## config.mk

```make
export PLATFORM = sky130hd
export DESIGN_NAME = burst_mem_front
export DESIGN_NICKNAME = d
export VERILOG_FILES = /design/src/rtl/bmf_pkg.sv /design/src/rtl/bmf_addr_gen.sv /design/src/rtl/bmf_out_ctl.sv /design/src/rtl/bmf_rw_ctl.sv /design/src/rtl/burst_mem_front.sv
export SDC_FILE = /design/constraint.sdc
export NUM_CORES = 1
export LEC_CHECK = 0
export BUFFER_PORTS_ARGS = -buffer_cell sky130_fd_sc_hd__buf_2
export CAP_MARGIN = 20
export CORE_MARGIN = 2
export CORE_UTILIZATION = 43
export DETAILED_ROUTE_END_ITERATION = 6
export GPL_TIMING_DRIVEN = 0
export PLACE_DENSITY = 0.76
export SYNTH_ARGS = -nofsm -noshare
export SYNTH_HDL_FRONTEND = slang
export SYNTH_SLANG_ARGS = --single-unit
export TNS_END_PERCENT = 100
```

## constraint.sdc

```tcl
create_clock -name clk -period 1.8 [get_ports clk]
set_clock_uncertainty 0.05 [all_clocks]
set_input_delay 0 -clock clk [delete_from_list [all_inputs] [get_ports clk]]
set_output_delay 0 -clock clk [all_outputs]
set_load 0.05 [all_outputs]
```

## src/rtl/bmf_pkg.sv

```systemverilog
package bmf_pkg;
  typedef enum logic {
    CYC_READ  = 1'b0,
    CYC_WRITE = 1'b1
  } cyc_e;
endpackage

```

## src/rtl/bmf_addr_gen.sv

```systemverilog
module bmf_addr_gen #(
  parameter int AW = 8
) (
  input  logic           clk,
  input  logic           rst,
  input  logic           mode_sync,
  input  logic           wrap8,
  input  logic           cfg_we,
  input  logic           cs_n,
  input  logic           wen_n,
  input  logic           load_n,
  input  logic           rd_sel,
  input  logic           step_n,
  input  logic [AW-1:0]  addr_in,
  output logic [AW-1:0]  baddr,
  output logic           act,
  output bmf_pkg::cyc_e  cyc
);
  import bmf_pkg::*;

  localparam logic [AW-1:0] MASK4 = AW'(3);
  localparam logic [AW-1:0] MASK8 = AW'(7);

  logic          cs_prev_n;
  logic          load_prev_n;
  logic [AW-1:0] mask;
  logic [AW-1:0] stepped;
  logic          new_rd;

  assign mask    = wrap8 ? MASK8 : MASK4;
  assign stepped = (baddr & ~mask) | ((baddr + AW'(1)) & mask);
  assign new_rd  = !cs_n && wen_n && (cs_prev_n || (load_prev_n && !load_n));

  always_ff @(posedge clk) begin
    if (rst) begin
      baddr       <= '0;
      act         <= 1'b0;
      cyc         <= CYC_READ;
      cs_prev_n   <= 1'b1;
      load_prev_n <= 1'b1;
    end else begin
      cs_prev_n   <= cs_n;
      load_prev_n <= load_n;
      if (cfg_we) begin
        act <= 1'b0;
      end else if (mode_sync) begin
        if (!cs_n) begin
          if (!load_n) begin
            baddr <= addr_in;
            cyc   <= rd_sel ? CYC_READ : CYC_WRITE;
            act   <= 1'b1;
          end else if (!step_n && act) begin
            baddr <= stepped;
          end
        end
      end else begin
        act <= 1'b0;
        cyc <= CYC_READ;
        if (new_rd) baddr <= addr_in;
      end
    end
  end

  // a load in synchronous mode opens a burst at the pin address
  p_load_r2: assert property (@(posedge clk) disable iff (rst)
    (mode_sync && !cfg_we && !cs_n && !load_n) |=> (act && baddr == $past(addr_in)));

  // a held step leaves the address alone
  p_hold_r3: assert property (@(posedge clk) disable iff (rst)
    (mode_sync && !cfg_we && !cs_n && load_n && step_n) |=> $stable(baddr));

  // stepping never leaves the aligned window
  p_window_r3: assert property (@(posedge clk) disable iff (rst)
    (mode_sync && !cfg_we && !cs_n && load_n) |=>
      ((baddr & ~$past(mask)) == ($past(baddr) & ~$past(mask))));

  // without a new read cycle the asynchronous address holds
  p_async_keep_r9: assert property (@(posedge clk) disable iff (rst)
    (!mode_sync && !cfg_we && !new_rd) |=> $stable(baddr));
endmodule

```

## src/rtl/bmf_out_ctl.sv

```systemverilog
module bmf_out_ctl #(
  parameter int DW = 32
) (
  input  logic           clk,
  input  logic           rst,
  input  logic           mode_sync,
  input  logic           cfg_we,
  input  logic           cs_n,
  input  logic           rd_en_n,
  input  logic           hiz_n,
  input  logic           wen_n,
  input  logic           act,
  input  bmf_pkg::cyc_e  cyc,
  input  logic [DW-1:0]  rdata,
  output logic           sync_rd,
  output logic           dq_oe,
  output logic [DW-1:0]  dq_out
);
  import bmf_pkg::*;

  logic          oe_q;
  logic [DW-1:0] dq_q;
  logic          async_oe;

  assign sync_rd  = mode_sync && !cfg_we && !cs_n && !rd_en_n && hiz_n && act && (cyc == CYC_READ);
  assign async_oe = !cs_n && !rd_en_n && hiz_n && wen_n;

  always_ff @(posedge clk) begin
    if (rst) begin
      oe_q <= 1'b0;
      dq_q <= '0;
    end else begin
      oe_q <= sync_rd;
      if (sync_rd) dq_q <= rdata;
    end
  end

  always_comb begin
    if (rst)            dq_oe = 1'b0;
    else if (mode_sync) dq_oe = oe_q;
    else                dq_oe = async_oe;
    dq_out = mode_sync ? dq_q : rdata;
  end

  // an enabled synchronous read drives the captured word one edge later
  p_sync_data_r4: assert property (@(posedge clk) disable iff (rst)
    sync_rd |=> (dq_oe && dq_out == $past(rdata)));

  // a sampled output disable wins over output enable
  p_od_wins_r5: assert property (@(posedge clk) disable iff (rst)
    (mode_sync && !cfg_we && !hiz_n) |=> !dq_oe);

  // asynchronous output disable releases the bus in the same cycle
  p_async_od_r6: assert property (@(posedge clk) disable iff (rst)
    (!mode_sync && !hiz_n) |-> !dq_oe);
endmodule

```

## src/rtl/bmf_rw_ctl.sv

```systemverilog
module bmf_rw_ctl #(
  parameter int AW = 8,
  parameter int DW = 32
) (
  input  logic           clk,
  input  logic           rst,
  input  logic           mode_sync,
  input  logic           cfg_we,
  input  logic           cs_n,
  input  logic           wen_n,
  input  logic           load_n,
  input  logic           act,
  input  bmf_pkg::cyc_e  cyc,
  input  logic           sync_rd,
  input  logic [AW-1:0]  baddr,
  input  logic [AW-1:0]  addr_in,
  input  logic [DW-1:0]  wdata,
  output logic           arr_we,
  output logic [AW-1:0]  arr_waddr,
  output logic [DW-1:0]  arr_wdata,
  output logic           arr_rd
);
  import bmf_pkg::*;

  logic sync_wr;
  logic async_wr;
  logic async_rd;

  assign sync_wr  = mode_sync && !cfg_we && !cs_n && !wen_n && load_n && act && (cyc == CYC_WRITE);
  assign async_wr = !mode_sync && !cfg_we && !cs_n && !wen_n;
  assign async_rd = !mode_sync && !cfg_we && !cs_n && wen_n;

  always_ff @(posedge clk) begin
    if (rst) begin
      arr_we    <= 1'b0;
      arr_rd    <= 1'b0;
      arr_waddr <= '0;
      arr_wdata <= '0;
    end else begin
      arr_we <= sync_wr || async_wr;
      arr_rd <= sync_rd || async_rd;
      if (sync_wr || async_wr) begin
        arr_waddr <= sync_wr ? baddr : addr_in;
        arr_wdata <= wdata;
      end
    end
  end

  // a deselected device makes no array access
  p_cs_idle_r7: assert property (@(posedge clk) disable iff (rst)
    cs_n |=> (!arr_we && !arr_rd));

  // a synchronous burst write lands at the burst address
  p_sync_wr_r8: assert property (@(posedge clk) disable iff (rst)
    sync_wr |=> (arr_we && arr_waddr == $past(baddr) && arr_wdata == $past(wdata)));

  // an asynchronous write uses the pin address
  p_async_wr_r11: assert property (@(posedge clk) disable iff (rst)
    async_wr |=> (arr_we && arr_waddr == $past(addr_in)));
endmodule

```

## src/rtl/burst_mem_front.sv

```systemverilog
module burst_mem_front #(
  parameter int AW = 8,
  parameter int DW = 32
) (
  input  logic          clk,
  input  logic          pd_rst,
  input  logic          cfg_we,
  input  logic          cfg_sync,
  input  logic          cfg_wrap8,
  input  logic          cs_n,
  input  logic          rd_en_n,
  input  logic          hiz_n,
  input  logic          wen_n,
  input  logic          load_n,
  input  logic          rd_sel,
  input  logic          step_n,
  input  logic [AW-1:0] addr_in,
  input  logic [DW-1:0] wdata,
  input  logic [DW-1:0] rdata,
  output logic [AW-1:0] arr_addr,
  output logic          arr_rd,
  output logic          arr_we,
  output logic [AW-1:0] arr_waddr,
  output logic [DW-1:0] arr_wdata,
  output logic          dq_oe,
  output logic [DW-1:0] dq_out
);
  import bmf_pkg::*;

  logic          mode_sync;
  logic          wrap8;
  logic          act;
  cyc_e          cyc;
  logic          sync_rd;
  logic [AW-1:0] baddr;

  always_ff @(posedge clk) begin
    if (pd_rst) begin
      mode_sync <= 1'b0;
      wrap8     <= 1'b0;
    end else if (cfg_we) begin
      mode_sync <= cfg_sync;
      wrap8     <= cfg_wrap8;
    end
  end

  bmf_addr_gen #(.AW(AW)) u_addr (
    .clk(clk), .rst(pd_rst), .mode_sync(mode_sync), .wrap8(wrap8),
    .cfg_we(cfg_we), .cs_n(cs_n), .wen_n(wen_n), .load_n(load_n),
    .rd_sel(rd_sel), .step_n(step_n), .addr_in(addr_in),
    .baddr(baddr), .act(act), .cyc(cyc)
  );

  bmf_out_ctl #(.DW(DW)) u_out (
    .clk(clk), .rst(pd_rst), .mode_sync(mode_sync), .cfg_we(cfg_we),
    .cs_n(cs_n), .rd_en_n(rd_en_n), .hiz_n(hiz_n), .wen_n(wen_n),
    .act(act), .cyc(cyc), .rdata(rdata), .sync_rd(sync_rd),
    .dq_oe(dq_oe), .dq_out(dq_out)
  );

  bmf_rw_ctl #(.AW(AW), .DW(DW)) u_rw (
    .clk(clk), .rst(pd_rst), .mode_sync(mode_sync), .cfg_we(cfg_we),
    .cs_n(cs_n), .wen_n(wen_n), .load_n(load_n), .act(act), .cyc(cyc),
    .sync_rd(sync_rd), .baddr(baddr), .addr_in(addr_in), .wdata(wdata),
    .arr_we(arr_we), .arr_waddr(arr_waddr), .arr_wdata(arr_wdata),
    .arr_rd(arr_rd)
  );

  assign arr_addr = baddr;

  // reset leaves no access pending and the mode asynchronous
  p_reset_idle_r1: assert property (@(posedge clk)
    pd_rst |=> (!arr_we && !arr_rd && !mode_sync && !wrap8));

  // a configuration write takes the pin values
  p_cfg_load_r10: assert property (@(posedge clk) disable iff (pd_rst)
    cfg_we |=> (mode_sync == $past(cfg_sync) && wrap8 == $past(cfg_wrap8)));
endmodule

```

== Word level (Yosys, flattened, before mapping) ==
Index checks and enable logic that the tools add are counted.

* Bitwise logic cells: 9
* Add/sub/neg operators: 1
* Reductions and logical operators: 36
* Multiplexer cells: 14
* Eq/ne operators: 3

{| class="wikitable"
|+ Operators with widths
! operator !! count
|-
| $mux 8 || 6
|-
| $mux 32 || 1
|-
| $logic_and 1x1->1 || 21
|-
| $and 8x8->8 || 2
|-
| $add 8x1->8 const B || 1
|-
| $not 8->8 || 1
|-
| $or 8x8->8 || 1
|-
| $logic_not 1->1 || 7
|-
| $mux 1 || 6
|-
| $not 1->1 || 5
|-
| $ne 2x2->1 const B || 2
|-
| $reduce_and 4->1 || 1
|-
| $logic_or 1x1->1 || 3
|-
| $mux 3 || 1
|-
| $ne 3x2->1 const B || 1
|-
| $reduce_and 3->1 || 1
|-
| $reduce_or 3->1 || 1
|-
| $reduce_and 2->1 || 1
|-
| $reduce_bool 2->1 || 1
|}

* Output and inout port bits: 83
* Register bits: 89
* Input bits: 84
* Logic and storage cells: 76

== Logic depth before layout (Yosys ltp) ==
Gate-level depths: netlist (run 1).

* Word-level depth: 8
* Depth in mapped cells: 7
* Depth with buffers taken out: 5

== Modules after synthesis ==
From an unflattened synthesis (run 1), not the netlist that was laid out.

* Cells, all modules: 455
* Area total of the unflattened synthesis: 4485.6 um^2

{| class="wikitable"
|+ By module, submodules not included
! module !! times used !! sequential area each (um^2) !! cells each !! area an instance (um^2)
|-
| bmf_out_ctl || 1 || 660.6 || 190 || 2000.7
|-
| bmf_rw_ctl || 1 || 840.8 || 194 || 1838.0
|-
| bmf_addr_gen || 1 || 240.2 || 65 || 579.3
|-
| burst_mem_front || 1 || 40.0 || 6 || 67.6
|}

== Worst setup path before layout (run 1) ==
No wires, ideal clock.

* Kind: register -> output
* Start point: register mode_sync
* End point: output port dq_oe
* Arrival: 1715 ps
* Stages on the path, launching flop included: 6
* Setup slack: 35 ps
* Path buffers: 3
* Cell sequence: dfxtp_1 buf_6 clkbuf_1 buf_2 a21oi_1 nor2_1

* Word-level cells in the longest chain between the ends: 2

{| class="wikitable"
|+ Ends and longest elaborated chain
! element !! RTL line !! RTL
|-
| from (decl) || burst_mem_front.sv:30 || <nowiki>logic mode_sync;</nowiki>
|-
| from (signal assigned) || burst_mem_front.sv:42 || <nowiki>mode_sync <= cfg_sync;</nowiki>
|-
| $mux 1 || bmf_out_ctl.sv:40 || <nowiki>else if (mode_sync) dq_oe = oe_q;</nowiki>
|-
| $mux 1 || bmf_out_ctl.sv:39 || <nowiki>if (rst) dq_oe = 1'b0;</nowiki>
|-
| to (decl) || burst_mem_front.sv:25 || <nowiki>output logic dq_oe,</nowiki>
|}

Every way passes these cells.

== Worst setup path in the final report (run 1) ==
* Start point: register mode_sync
* End point: output port dq_out[6]

* Word-level cells in the longest chain between the ends: 1

{| class="wikitable"
|+ Ends and longest elaborated chain
! element !! RTL line !! RTL
|-
| $mux 32 || bmf_out_ctl.sv:42 || <nowiki>dq_out = mode_sync ? dq_q : rdata;</nowiki>
|-
| to (decl) || burst_mem_front.sv:26 || <nowiki>output logic [DW-1:0] dq_out</nowiki>
|}

Every way passes these cells.

==> key figures, run 1 <==
Yosys
  – Post-synthesis sequential area ratio: ~46%
  – Post-synth top area share: between 40% and 50%
  – Top post-synthesis cells by area: dfxtp_1, nand2_1, mux2_2, a21oi_1, buf_6
  – Mean post-synth cell area: 8.71 µm²
  – Cell taking the most area after synthesis: dfxtp_1
  – Yosys Warn Count: 0
  – Synth Cell Area: 0.00389 mm²
  – Syn_nets: approximately 530
  – Yosys reg bits: a little under 90
  – Synth cell types: 39
  – Post-synth EDFFs: 0
  – Gate Count Post-Synth: around 450
  – Async set-reset flop share out of synthesis: 0%
  – Most used DFF post-synth: dfxtp_1

GRT
  – GR Overflow Total: 0
  – Largest net degree at the start of global routing: 14
  – Initial antenna violation count: 0
  – Global Route Usage Sum: 23.9%
  – Vias in the first global route: roughly 4100
  – First-pass GRT wire length: between 15000 and 20000 µm

Worst setup path
  – CP arrival: roughly 1.7 ns
  – Crit path cell chain: buf_6 > clkbuf_16 > buf_6 > mux2_2 > buf_4
  – CP dominant cell by count: buf_6
  – Worst setup path class: reg2out
  – CP max-delay cell: mux2_2
  – Worst setup SP type: flop
  – Crit path largest cell delay: about 0.36 ns
  – Top delay family on crit path: buffers and inverters
  – Crit path capture type: output port
  – CP max FO: 10
  – CP required: approximately 1.8 ns
  – Worst path bufs/invs: 4

Drt
  – Wire per inst: ~15 µm
  – Initial DRC count: roughly 150
  – Total number of vias: ~4100
  – DRC: 0
  – Post-DRT Antenna Nets: 0
  – Drt pass-1 iters: 4
  – Via/cell ratio: just over 5
  – Drt total wl: ~12000 µm

Power
  – VDD IR max: slightly above 0.4 mV
  – Pleak: roughly 2.5 nW
  – Cell Pwr Density: 716 mW/mm²

STA
  – Final setup violation count: 0
  – Worst hold slack: about 0.029 ns
  – Final WS setup: 0.0555 ns
  – Max Slew Vio Count: 0
  – Slew margin rel.: roughly 56%
  – Actual slew at the worst max-slew pin: around 0.65 ns
  – Fin crit period: between 1.5 and 2 ns
  – Max frequency: between 500 and 600 MHz
  – Fin crit share: 96.9%
  – Final hold vios: 0

Final layout
  – Final nets: between 700 and 800
  – Post-Layout Inst Area: 0.00586 mm²
  – Share of post-route cells with drive strength above 1: between 30% and 40%
  – Layout overhead on the synthesized area: 50.8%

Die
  – Cell row count: 34
  – Die W: between 90 and 100 µm
  – Initial Util: between 40% and 50%
  – I/O pin count: approximately 170
  – Core area: about 0.0088 mm²
  – Die area: around 0.01 mm²
  – Die height: around 99 µm

Worst hold path
  – Hold crit path type: in2reg

Outcome
  – Run status: finished, final reports clean

Clock network
  – CTS tree: done
  – Clk slew on worst S/H paths: approximately 0.090 ns
  – Clock Sinks: 89
  – Clk_lat worst skew: approximately 0.34 ns
  – Max Buffers Root-to-Sink: 2
  – H-tree levels: 3
  – Clk root buf: clkbuf_8
  – CTS Buf Count: 9

Place
  – Input/output buffers: 163
  – Cell Area, Placed: 0.00484 mm²
  – Dpl ws: -0.136 ns
  – Final Wtd Congestion: between 0.7 and 0.8
  – Dpl hpwl: ~8000 µm

Run
  – Maxcap violations: 0
-- area by class of cell --
type                            instances  area (µm²)
Fill cell                             695        2900
Clock buffer                           12         145
Timing Repair Buffer                  243        1630
Clock inverter                          3        17.5
Buffer                                 34         263
Multi-Input combinational cell        323        1880
Sequential cell                        89        1780
Antenna cell                            1        2.50
Tap cell                              108         135
-- through the flow --
| step | utilization (%) | total power, mW | std cells | setup TNS [ns] |
|---|---|---|---|---|
| floorplan | - | 2.63 | 446 | 0 |
| global placement | 55.2 | 2.86 | 717 | -1.35 |
| detailed placement | 55.2 | 2.87 | 717 | -3.04 |
| CTS | 66.6 | 4.20 | 810 | 0 |
| global route | 66.9 | 4.34 | 812 | -0.00192 |
| finish | 66.9 | 4.19 | 813 | 0 |
-- power by group --
group / internal (mW) / total, mW / switching (mW)
Combinational: 0.377 / 0.958 / 0.581
Sequential: 2.01 / 2.04 / 0.0262
Clock: 0.530 / 1.20 / 0.670
-- cell families (layout without fill, tap and decap cells) --
logic type	Yosys count	in the layout	synth area share, %
AO/OA/AOI/OAI	106	106	16.6
adder cells (fa/ha/maj)	1	1	0.322
buffers and inverters	34	292	5.73
flip-flops	89	89	45.8
multiplexers	38	38	10.8
other	0	1	0
AND/OR/NAND/NOR	178	178	20.7
-- synth_stat cells, types with 3 or more instances --
cell type and count:
nand2_1 127, dfxtp_1 89, a21oi_1 71, mux2_2 32
clkbuf_1 13, nor2_1 12, buf_6 11, buf_2 10
a21oi_2 9, nand2_2 9, mux2i_1 6, a21bo_2 5
a22oi_1 5, nand3_1 5, a211oi_1 4, nor2b_1 4
o21ai_0 4, nand2b_1 3, nor3_1 3, or2_2 3
or3_1 3
-- cell usage in the layout (no fill, tap or decap), drive strengths merged, types with 6 or more instances in the layout --
cell type,instances
mux2,32
a21oi,80
nand2,136
dfxtp,89
dlygate4sd3,78
nor2,13
mux2i,6
buf,186
clkbuf,25
-- worst register-to-register path: cells and delay by family, from the launching register on --
kind / cells / cell delay, ns
AOI/OAI and AO/OA: 2 / 0.21
and+or+nand+nor: 2 / 0.52
DFF: 1 / 0.34
buffers and inverters: 3 / 0.45
-- flip-flops by register name, summed over array words and instances (netlist names), named ones only --
| register | count |
|---|---|
| u_out.oe_q | 1 |
| u_addr.act | 1 |
| u_rw.arr_we | 1 |
| u_out.dq_q | 32 |
| u_rw.arr_rd | 1 |
| u_addr.cyc | 1 |
| u_addr.load_prev_n | 1 |
| mode_sync | 1 |
| u_rw.arr_waddr | 8 |
| u_addr.cs_prev_n | 1 |
| u_rw.arr_wdata | 32 |
| wrap8 | 1 |
| u_addr.baddr | 7 |
-- final timing paths --
check / startpoint / endpoint / slack [ns] / cells after the start
hold / removal: cfg_we / wrap8 / 0.03 / 3
setup reg to reg: mode_sync / u_rw.arr_wdata[12] / 0.12 / 7
setup / recovery: mode_sync / dq_out[6] / 0.06 / 5
hold reg to reg: u_rw.arr_wdata[2] / u_rw.arr_wdata[2] / 0.40 / 2
-- layer usage --
layer | vias up | GRT usage [%] | part of all wire [%]
li1 | 2019 | - | -
met1 | 1917 | 27.2 | 41
met2 | 183 | 43.6 | 50
met3 | 29 | 4.89 | 6.8
met4 | 0 | 9.17 | 2.2
met5 | - | 0 | 0
-- timing repair --
action | CTS | global route
cloned | 0 | 1
hold buffers | 78 | 0
endpoints found under the setup margin | 33 | 54
setup buffers | 0 | 1
endpoints found under the hold margin | 84 | 0
gates resized for setup | 16 | 9
pin swaps | 0 | 1
Power figures use the tool's default switching activity.
==> run 2: changes to the inputs <==
--- a/config.mk
+++ b/config.mk
@@ -5,14 +5,14 @@
 export SDC_FILE = /design/constraint.sdc
 export NUM_CORES = 1
 export LEC_CHECK = 0
+export ABC_AREA = 1
 export BUFFER_PORTS_ARGS = -buffer_cell sky130_fd_sc_hd__buf_2
 export CAP_MARGIN = 20
 export CORE_MARGIN = 2
 export CORE_UTILIZATION = 43
 export DETAILED_ROUTE_END_ITERATION = 6
 export GPL_TIMING_DRIVEN = 0
-export PLACE_DENSITY = 0.76
+export PLACE_DENSITY = 0.77
 export SYNTH_ARGS = -nofsm -noshare
 export SYNTH_HDL_FRONTEND = slang
 export SYNTH_SLANG_ARGS = --single-unit
-export TNS_END_PERCENT = 100
==> run 2 against run 1 <==
  * Maximum frequency fell by 1.4%
  * Sequential cell count did not move
  * Area after synthesis fell by 2.2%
  * Sequential power barely moved
  * Sequential share of layout area rose by 0.19 points
==> key figures, run 2 <==
Final layout
  – Commonest non-fill, non-tap cell in the layout: nand2_1
  – Largest regs: u_out.dq_q: 32 flops, u_rw.arr_wdata: 32 flops, u_rw.arr_waddr: 8 flops
  – Share of post-route cells with drive strength above 1: 26.8% (-11 points)
  – Footprint of the multi-input gates: 0.00178 mm² (-5.5%)
  – Filler cells: 695 (unchanged)
  – Final nets: 903 (+15%)
  – Inserted Diodes: 0 (-1)
  – Layout Cells excl Fill: 930 (+14%)
  – Register area: 0.00178 mm² (about the same)
  – Final core utilization: 67.4% (+0.52 points)
  – Layout overhead on the synthesized area: 53.2%
  – Most frequent cells in the layout: nand2_1, buf_2, dfxtp_1, nor2_1, dlygate4sd3_1

Die
  – Die W: 98.0 µm (-1.1%)
  – Die height: 98.0 µm (-1.1%)
  – Initial Util: 44.0% (-0.34 points)
  – Cell row count: 34 (unchanged)
  – Die area: 0.00960 mm² (-2.1%)
  – I/O pin count: 167 (unchanged)
  – Core area: 0.00864 mm² (-1.5%)

Drt
  – Post-DRT Antenna Nets: 0 (unchanged)
  – DRC: 0 (unchanged)
  – Total number of vias: 4679 (+13%)
  – Via/cell ratio: 5.03 (-1.4%)
  – Drt pass-1 iters: 5 (+1)
  – Wire per inst: 13.8 µm (-8.5%)
  – Drt total wl: 12800 µm (+4.6%)
  – Initial DRC count: 238 (+62%)

Yosys
  – Most used DFF post-synth: dfxtp_1
  – Top post-synthesis cells by area: dfxtp_1, nand2_1, nor2_1, a21oi_1, o21ai_1
  – Mean post-synth cell area: 6.82 µm² (-22%)
  – Gate Count Post-Synth: 557 (+25%)
  – Most frequent cells after synthesis: nand2_1, dfxtp_1, nor2_1
  – Post-synth EDFFs: 0 (unchanged)
  – Yosys Warn Count: 0 (unchanged)
  – Post-synth top area share: 46.9% (+1.0 points)
  – Post-synthesis sequential area ratio: 46.9% (+1.0 points)
  – Cell taking the most area after synthesis: dfxtp_1
  – Yosys reg bits: 89 (unchanged)
  – Syn_nets: 642 (+21%)
  – Synth cell types: 25 (-36%)
  – Async set-reset flop share out of synthesis: 0% (unchanged)
  – Synth Cell Area: 0.00380 mm² (-2.2%)
  – Most frequent cell after synthesis: nand2_1

Worst setup path
  – Crit. Startpoint: cfg_we
  – Crit path cell chain: dlygate4sd3_1 > buf_6 > inv_2 > nor2_1 > dlygate4sd3_1 > nor2_1 > dlygate4sd3_1
  – Crit path largest cell delay: 0.57 ns (+0.21 ns)
  – Setup crit end: wrap8
  – CP required: 1.99 ns (+0.24 ns)
  – CP max FO: 5 (-5)
  – Crit path capture type: flop
  – CP arrival: 1.96 ns (+0.27 ns)
  – Worst setup SP type: input pin
  – Worst R2R Setup Slack: 0.14 ns (+0.02 ns)
  – CP dominant cell by count: dlygate4sd3_1
  – Cells on worst reg2reg path: 6 (-1)
  – Worst setup path class: in2reg
  – CP max-delay cell: dlygate4sd3_1
  – FF-to-FF End: u_rw.arr_wdata[15]
  – RR Startpoint: mode_sync

Power
  – Net Sw Power: 1.37 mW (+6.9%)
  – Clock power frac: 28.9% (+0.3 points)
  – Pleak: 2.85 nW (+15%)
  – VDD IR max: 0.462 mV (+13%)
  – P_int: 2.89 mW (-0.83%)
  – Overall power: 4.26 mW (+1.5%)
  – Switching part of the total: 32.1% (+1.6 points)
  – Cell Pwr Density: 731 mW/mm² (+2.2%)
  – Combinational power share: 23.2% (+0.4 points)
  – Share of power burned in registers: 47.9% (-0.7 points)

Clock network
  – CTS tree: done
  – Max Buffers Root-to-Sink: 2 (unchanged)
  – Clk root buf: clkbuf_8
  – Clk slew on worst S/H paths: 0.09 ns (about the same)
  – Clock Sinks: 89 (unchanged)
  – CTS Buf Count: 9 (unchanged)
  – H-tree levels: 3 (unchanged)
  – Clk_lat worst skew: 0.34 ns (about the same)

STA
  – Final hold vios: 0 (unchanged)
  – Fin crit period: 1.77 ns (+0.0243 ns)
  – Slew margin rel.: 64.3% (+8.2 points)
  – Final setup violation count: 0 (unchanged)
  – Max frequency: 565 MHz (-1.4%)
  – Actual slew at the worst max-slew pin: 0.536 ns (-0.118 ns)
  – Max Slew Vio Count: 0 (unchanged)
  – Fin crit share: 98.3% (+1.3 points)

Outcome
  – Run status: finished, final reports clean

Place
  – Placed cell count: 831 (+16%)
  – Final Wtd Congestion: 0.861 (+11%)
  – Input/output buffers: 166 (+1.8%)
  – Dpl hpwl: 8050 µm (+2.7%)

Worst hold path
  – Hold crit path type: in2reg

GRT
  – Vias in the first global route: 4541 (+10%)
  – Initial antenna violation count: 0 (unchanged)
  – Largest net degree at the start of global routing: 15 (+1)
  – GR Overflow Total: 0 (unchanged)
  – Global Route Usage Sum: 26.7% (+2.8 points)
  – First-pass GRT wire length: 21100 µm (+11%)

Run
  – Maxcap violations: 0 (unchanged)
==> run 2: worst min path at each step <==
stage          startpoint            endpoint  slack, ns  cells after the start
4_1_cts            pd_rst   u_rw.arr_wdata[7]       0.16                      3
6_report           pd_rst  u_rw.arr_wdata[12]       0.18                      3
3_3_place_gp    cfg_wrap8               wrap8       0.18                      3
2_1_floorplan      pd_rst         u_rw.arr_we       0.04                      1
5_1_grt           rd_en_n      u_out.dq_q[23]       0.21                      6
3_5_place_dp   addr_in[6]     u_addr.baddr[6]       0.20                      3
==> run 2: kinds of logic after synthesis <==
family | Yosys count | synth area share [%]
DFF | 89 | 46.9
adders and majority gates | 1 | 0.329
buffers and inverters | 56 | 6.29
AOI/OAI and AO/OA | 90 | 12.2
and+or+nand+nor | 321 | 34.3
==> run 2: cell type report <==
class / instances / area share [%]
Tap cell: 108 / 2.32
Inverter: 22 / 1.42
Timing Repair Buffer: 250 / 29.2
Buffer: 34 / 3.01
Clock buffer: 10 / 2.36
Sequential cell: 89 / 30.6
Clock inverter: 5 / 0.559
Multi-Input combinational cell: 412 / 30.6
==> run 2: metal layers <==
metal	global-route usage [%]	vias to the layer above	wire [µm]
met3	4.15	50	588
met1	31.4	2155	5160
li1	-	2303	-
met4	13.4	0	606
met2	47.2	171	6460
met5	0	-	0
==> run 2: critical path: cells and delay by family <==
family        cells  cell delay, ns
simple gates      2            0.12
buf+inv           5            1.84
==> run 2: what timing repair did <==
| action | CTS | global route |
|---|---|---|
| endpoints found under the hold margin | 86 | 0 |
| buffers inserted | 0 | 0 |
| resized for setup | 6 | 18 |
| hold buffers | 84 | 0 |
| setup endpoints to repair | 31 | 42 |
| cloned | 0 | 0 |
==> run 2: metrics by stage <==
step           instance area (µm²)  TNS [ns]  setup WS (ns)  hold WS [ns]
2_1_floorplan                 3800         0          0.330        0.0350
3_3_place_gp                  4770         0          0.215         0.181
3_5_place_dp                  4770         0          0.157         0.202
4_1_cts                       5780         0         0.0323         0.157
5_1_grt                       5820   -0.0212        -0.0128         0.209
6_report                      5820         0         0.0313         0.181
==> run 2: power groups by stage <==
stage,registers [mW],logic (mW),clock network [mW]
2_1_floorplan,2.23,0.411,0
3_3_place_gp,2.08,0.800,0
3_5_place_dp,2.09,0.811,0
4_1_cts,2.04,0.959,1.24
5_1_grt,2.05,1.06,1.33
6_report,2.04,0.988,1.23
==> run 3: changes to the inputs <==
--- a/config.mk
+++ b/config.mk
@@ -7,12 +7,13 @@
 export LEC_CHECK = 0
 export ABC_AREA = 1
 export BUFFER_PORTS_ARGS = -buffer_cell sky130_fd_sc_hd__buf_2
-export CAP_MARGIN = 20
+export CELL_PAD_IN_SITES_DETAIL_PLACEMENT = 0
+export CELL_PAD_IN_SITES_GLOBAL_PLACEMENT = 1
 export CORE_MARGIN = 2
-export CORE_UTILIZATION = 43
+export CORE_UTILIZATION = 29
 export DETAILED_ROUTE_END_ITERATION = 6
-export GPL_TIMING_DRIVEN = 0
-export PLACE_DENSITY = 0.77
+export GPL_TIMING_DRIVEN = 1
+export PLACE_DENSITY_LB_ADDON = 0.1
 export SYNTH_ARGS = -nofsm -noshare
 export SYNTH_HDL_FRONTEND = slang
 export SYNTH_SLANG_ARGS = --single-unit
==> run 3 against run 2 <==
  * Via count fell by 9.9%
  * Clock-buffer cell count unchanged
  * Clock power up 59%
  * Die area up 46%
  * First-iteration DRC count is 8.8% lower
  * Sequential share of layout area decreased by 0.69 points
  * Global-route usage is 10 points lower
  * Routed wire length decreased by 7.7%
==> key figures, run 3 (synthesis gave the netlist of run 2 again) <==
Final layout
  – Filler cells: 1373 (+98%)
  – Layout overhead on the synthesized area: 56.8%
  – Most frequent cells in the layout: nand2_1, buf_2, dfxtp_1, nor2_1, dlygate4sd3_1
  – Largest regs: u_out.dq_q: 32 flops, u_rw.arr_wdata: 32 flops, u_rw.arr_waddr: 8 flops
  – Final nets: 879 (-2.7%)
  – Layout Cells excl Fill: 971 (+4.4%)
  – Inserted Diodes: 0 (unchanged)
  – Commonest non-fill, non-tap cell in the layout: nand2_1
  – Final core utilization: 46.8% (-21 points)
  – Post-Layout Inst Area: 0.00596 mm² (+2.3%)
  – Share of post-route cells with drive strength above 1: 26.4% (-0.36 points)

Worst setup path
  – Worst setup path class: in2reg
  – Crit path largest cell delay: 0.55 ns (-0.02 ns)
  – CP dominant cell by count: dlygate4sd3_1
  – Crit. Startpoint: cfg_we
  – Crit path capture type: flop
  – Worst setup SP type: input pin
  – Crit path cell chain: dlygate4sd3_1 > buf_4 > inv_2 > nor2_1 > dlygate4sd3_1 > nor2_1 > dlygate4sd3_1
  – CP required: 1.97 ns (-0.02 ns)
  – CP arrival: 1.92 ns (-0.04 ns)
  – CP max FO: 5 (unchanged)
  – RR Startpoint: mode_sync
  – CP max-delay cell: dlygate4sd3_1
  – Worst R2R Setup Slack: 0.17 ns (+0.03 ns)

Place
  – Final Wtd Congestion: 0.800 (-7.1%)
  – Cell Area, Placed: 0.00480 mm² (+0.81%)
  – Input/output buffers: 166 (unchanged)
  – Dpl hpwl: 7870 µm (-2.1%)
  – Placed cell count: 873 (+5.1%)
  – Dpl ws: 0.125 ns (-0.0326 ns)

GRT
  – Vias in the first global route: 3838 (-15%)
  – First-pass GRT wire length: 18900 µm (-11%)
  – Initial antenna violation count: 0 (unchanged)
  – GR Overflow Total: 0 (unchanged)
  – Global Route Usage Sum: 16.6% (-10 points)
  – Largest net degree at the start of global routing: 41 (+26)

Clock network
  – Clk_lat worst skew: 0.33 ns (about the same)
  – CTS tree: done
  – Post-CTS Repair Setup Buffers: 0 (unchanged)
  – Clk slew on worst S/H paths: 0.06 ns (-0.03 ns)
  – Clock Sinks: 89 (unchanged)
  – Clk root buf: clkbuf_16
  – CTS Buf Count: 9 (unchanged)
  – Max Buffers Root-to-Sink: 2 (unchanged)
  – H-tree levels: 3 (unchanged)

Power
  – Combinational power share: 19.2% (-4.0 points)
  – P_int: 3.56 mW (+23%)
  – Overall power: 4.96 mW (+16%)
  – Cell Pwr Density: 832 mW/mm² (+14%)
  – Clock power frac: 39.6% (+11 points)
  – Pleak: 2.86 nW (+0.55%)
  – VDD IR max: 0.647 mV (+40%)
  – Share of power burned in registers: 41.2% (-6.7 points)
  – Net Sw Power: 1.40 mW (+2.3%)
  – Switching part of the total: 28.2% (-3.9 points)

Die
  – Die area: 0.0140 mm² (+46%)
  – Cell row count: 41 (+21%)
  – Die W: 118 µm (+21%)
  – Die height: 118 µm (+21%)
  – Initial Util: 29.9% (-14 points)
  – I/O pin count: 167 (unchanged)
  – Core area: 0.0127 mm² (+47%)

Drt
  – Initial DRC count: 217 (-8.8%)
  – Wl on met1: 5420 µm (+4.9%)
  – Drt pass-1 iters: 5 (unchanged)
  – Highest Signal Layer: met4
  – Via/cell ratio: 4.34 (-14%)
  – Post-DRT Antenna Nets: 0 (unchanged)
  – Total number of vias: 4218 (-9.9%)
  – Detailed-routed wire length on met2: 5490 µm (-15%)
  – DRC: 0 (unchanged)
  – Wire length on met3: 847 µm (+44%)
  – Drt total wl: 11800 µm (-7.7%)
  – Wire per inst: 12.2 µm (-12%)

STA
  – Slew margin rel.: 68.3% (+4.0 points)
  – Final hold vios: 0 (unchanged)
  – Fin crit share: 96.9% (-1.3 points)
  – Max frequency: 573 MHz (+1.4%)
  – Max Slew Vio Count: 0 (unchanged)
  – Actual slew at the worst max-slew pin: 0.476 ns (-0.0602 ns)
  – Final WS setup: 0.0555 ns (+0.0243 ns)
  – Final setup violation count: 0 (unchanged)
  – Fin crit period: 1.74 ns (-0.0243 ns)

Worst hold path
  – Hold crit path type: in2reg
  – Min-delay src: step_n

Run
  – Maxcap violations: 0 (unchanged)

Outcome
  – Run status: finished, final reports clean
[run 3: cell count changes in the layout (fill, tap and decap cells not counted), moves of 3 or more]
cell / change
buf_1: -3
buf_2: -4
buf_4: +9
clkbuf_1: -9
clkbuf_16: +9
clkbuf_2: -4
clkbuf_4: -11
clkbuf_8: -10
[run 3: repair_timing]
item                                    CTS  global route
hold endpoints to repair                 83             0
hold buffers                             82             0
endpoints found under the setup margin    0            35
gates resized for setup                   0             6
[run 3: metrics by stage]
step	setup TNS, ns	hold slack [ns]
CTS	0	0.00716
floorplan	0	0.0350
global placement	0	0.186
detailed placement	0	0.193
global route	-0.0791	0.0268
finish	0	0.0275
[run 3: worst max-delay path, delay by kind of cell]
kind / cells / cell delay (ns)
AND/OR/NAND/NOR: 2 / 0.11
buffers and inverters: 5 / 1.80
[run 3: worst paths after layout]
check	cells past startpoint	endpoint
hold / removal	4	u_addr.baddr[0]
setup / recovery	7	wrap8
setup reg to reg	6	u_rw.arr_wdata[13]
hold reg to reg	2	u_rw.arr_waddr[4]
[run 3: power by group through the flow]
| stage | Clock [mW] | Sequential [mW] | Combinational, mW |
|---|---|---|---|
| floorplan | 0 | 2.23 | 0.411 |
| global placement | 0 | 2.09 | 0.817 |
| detailed placement | 0 | 2.09 | 0.818 |
| CTS | 2.04 | 2.04 | 0.957 |
| global route | 2.12 | 2.05 | 1.03 |
| finish | 1.96 | 2.04 | 0.954 |
[run 3: area by class of cell]
cell class	count	area, µm²	share of cell area [%]
repair buffers	260	1780	29.8
flip-flops and latches	89	1780	29.9
clock buffers	10	229	3.84
well taps	172	215	3.61
inverters	22	82.6	1.39
clock inverters	6	82.6	1.39
multi-input cells	412	1790	30.0
[run 3: layer usage]
metal / vias up / GRT usage (%)
met4: 0 / 3.35
met1: 1843 / 21.6
met2: 118 / 26.6
met3: 5 / 5.89
li1: 2252 / -
met5: - / 0
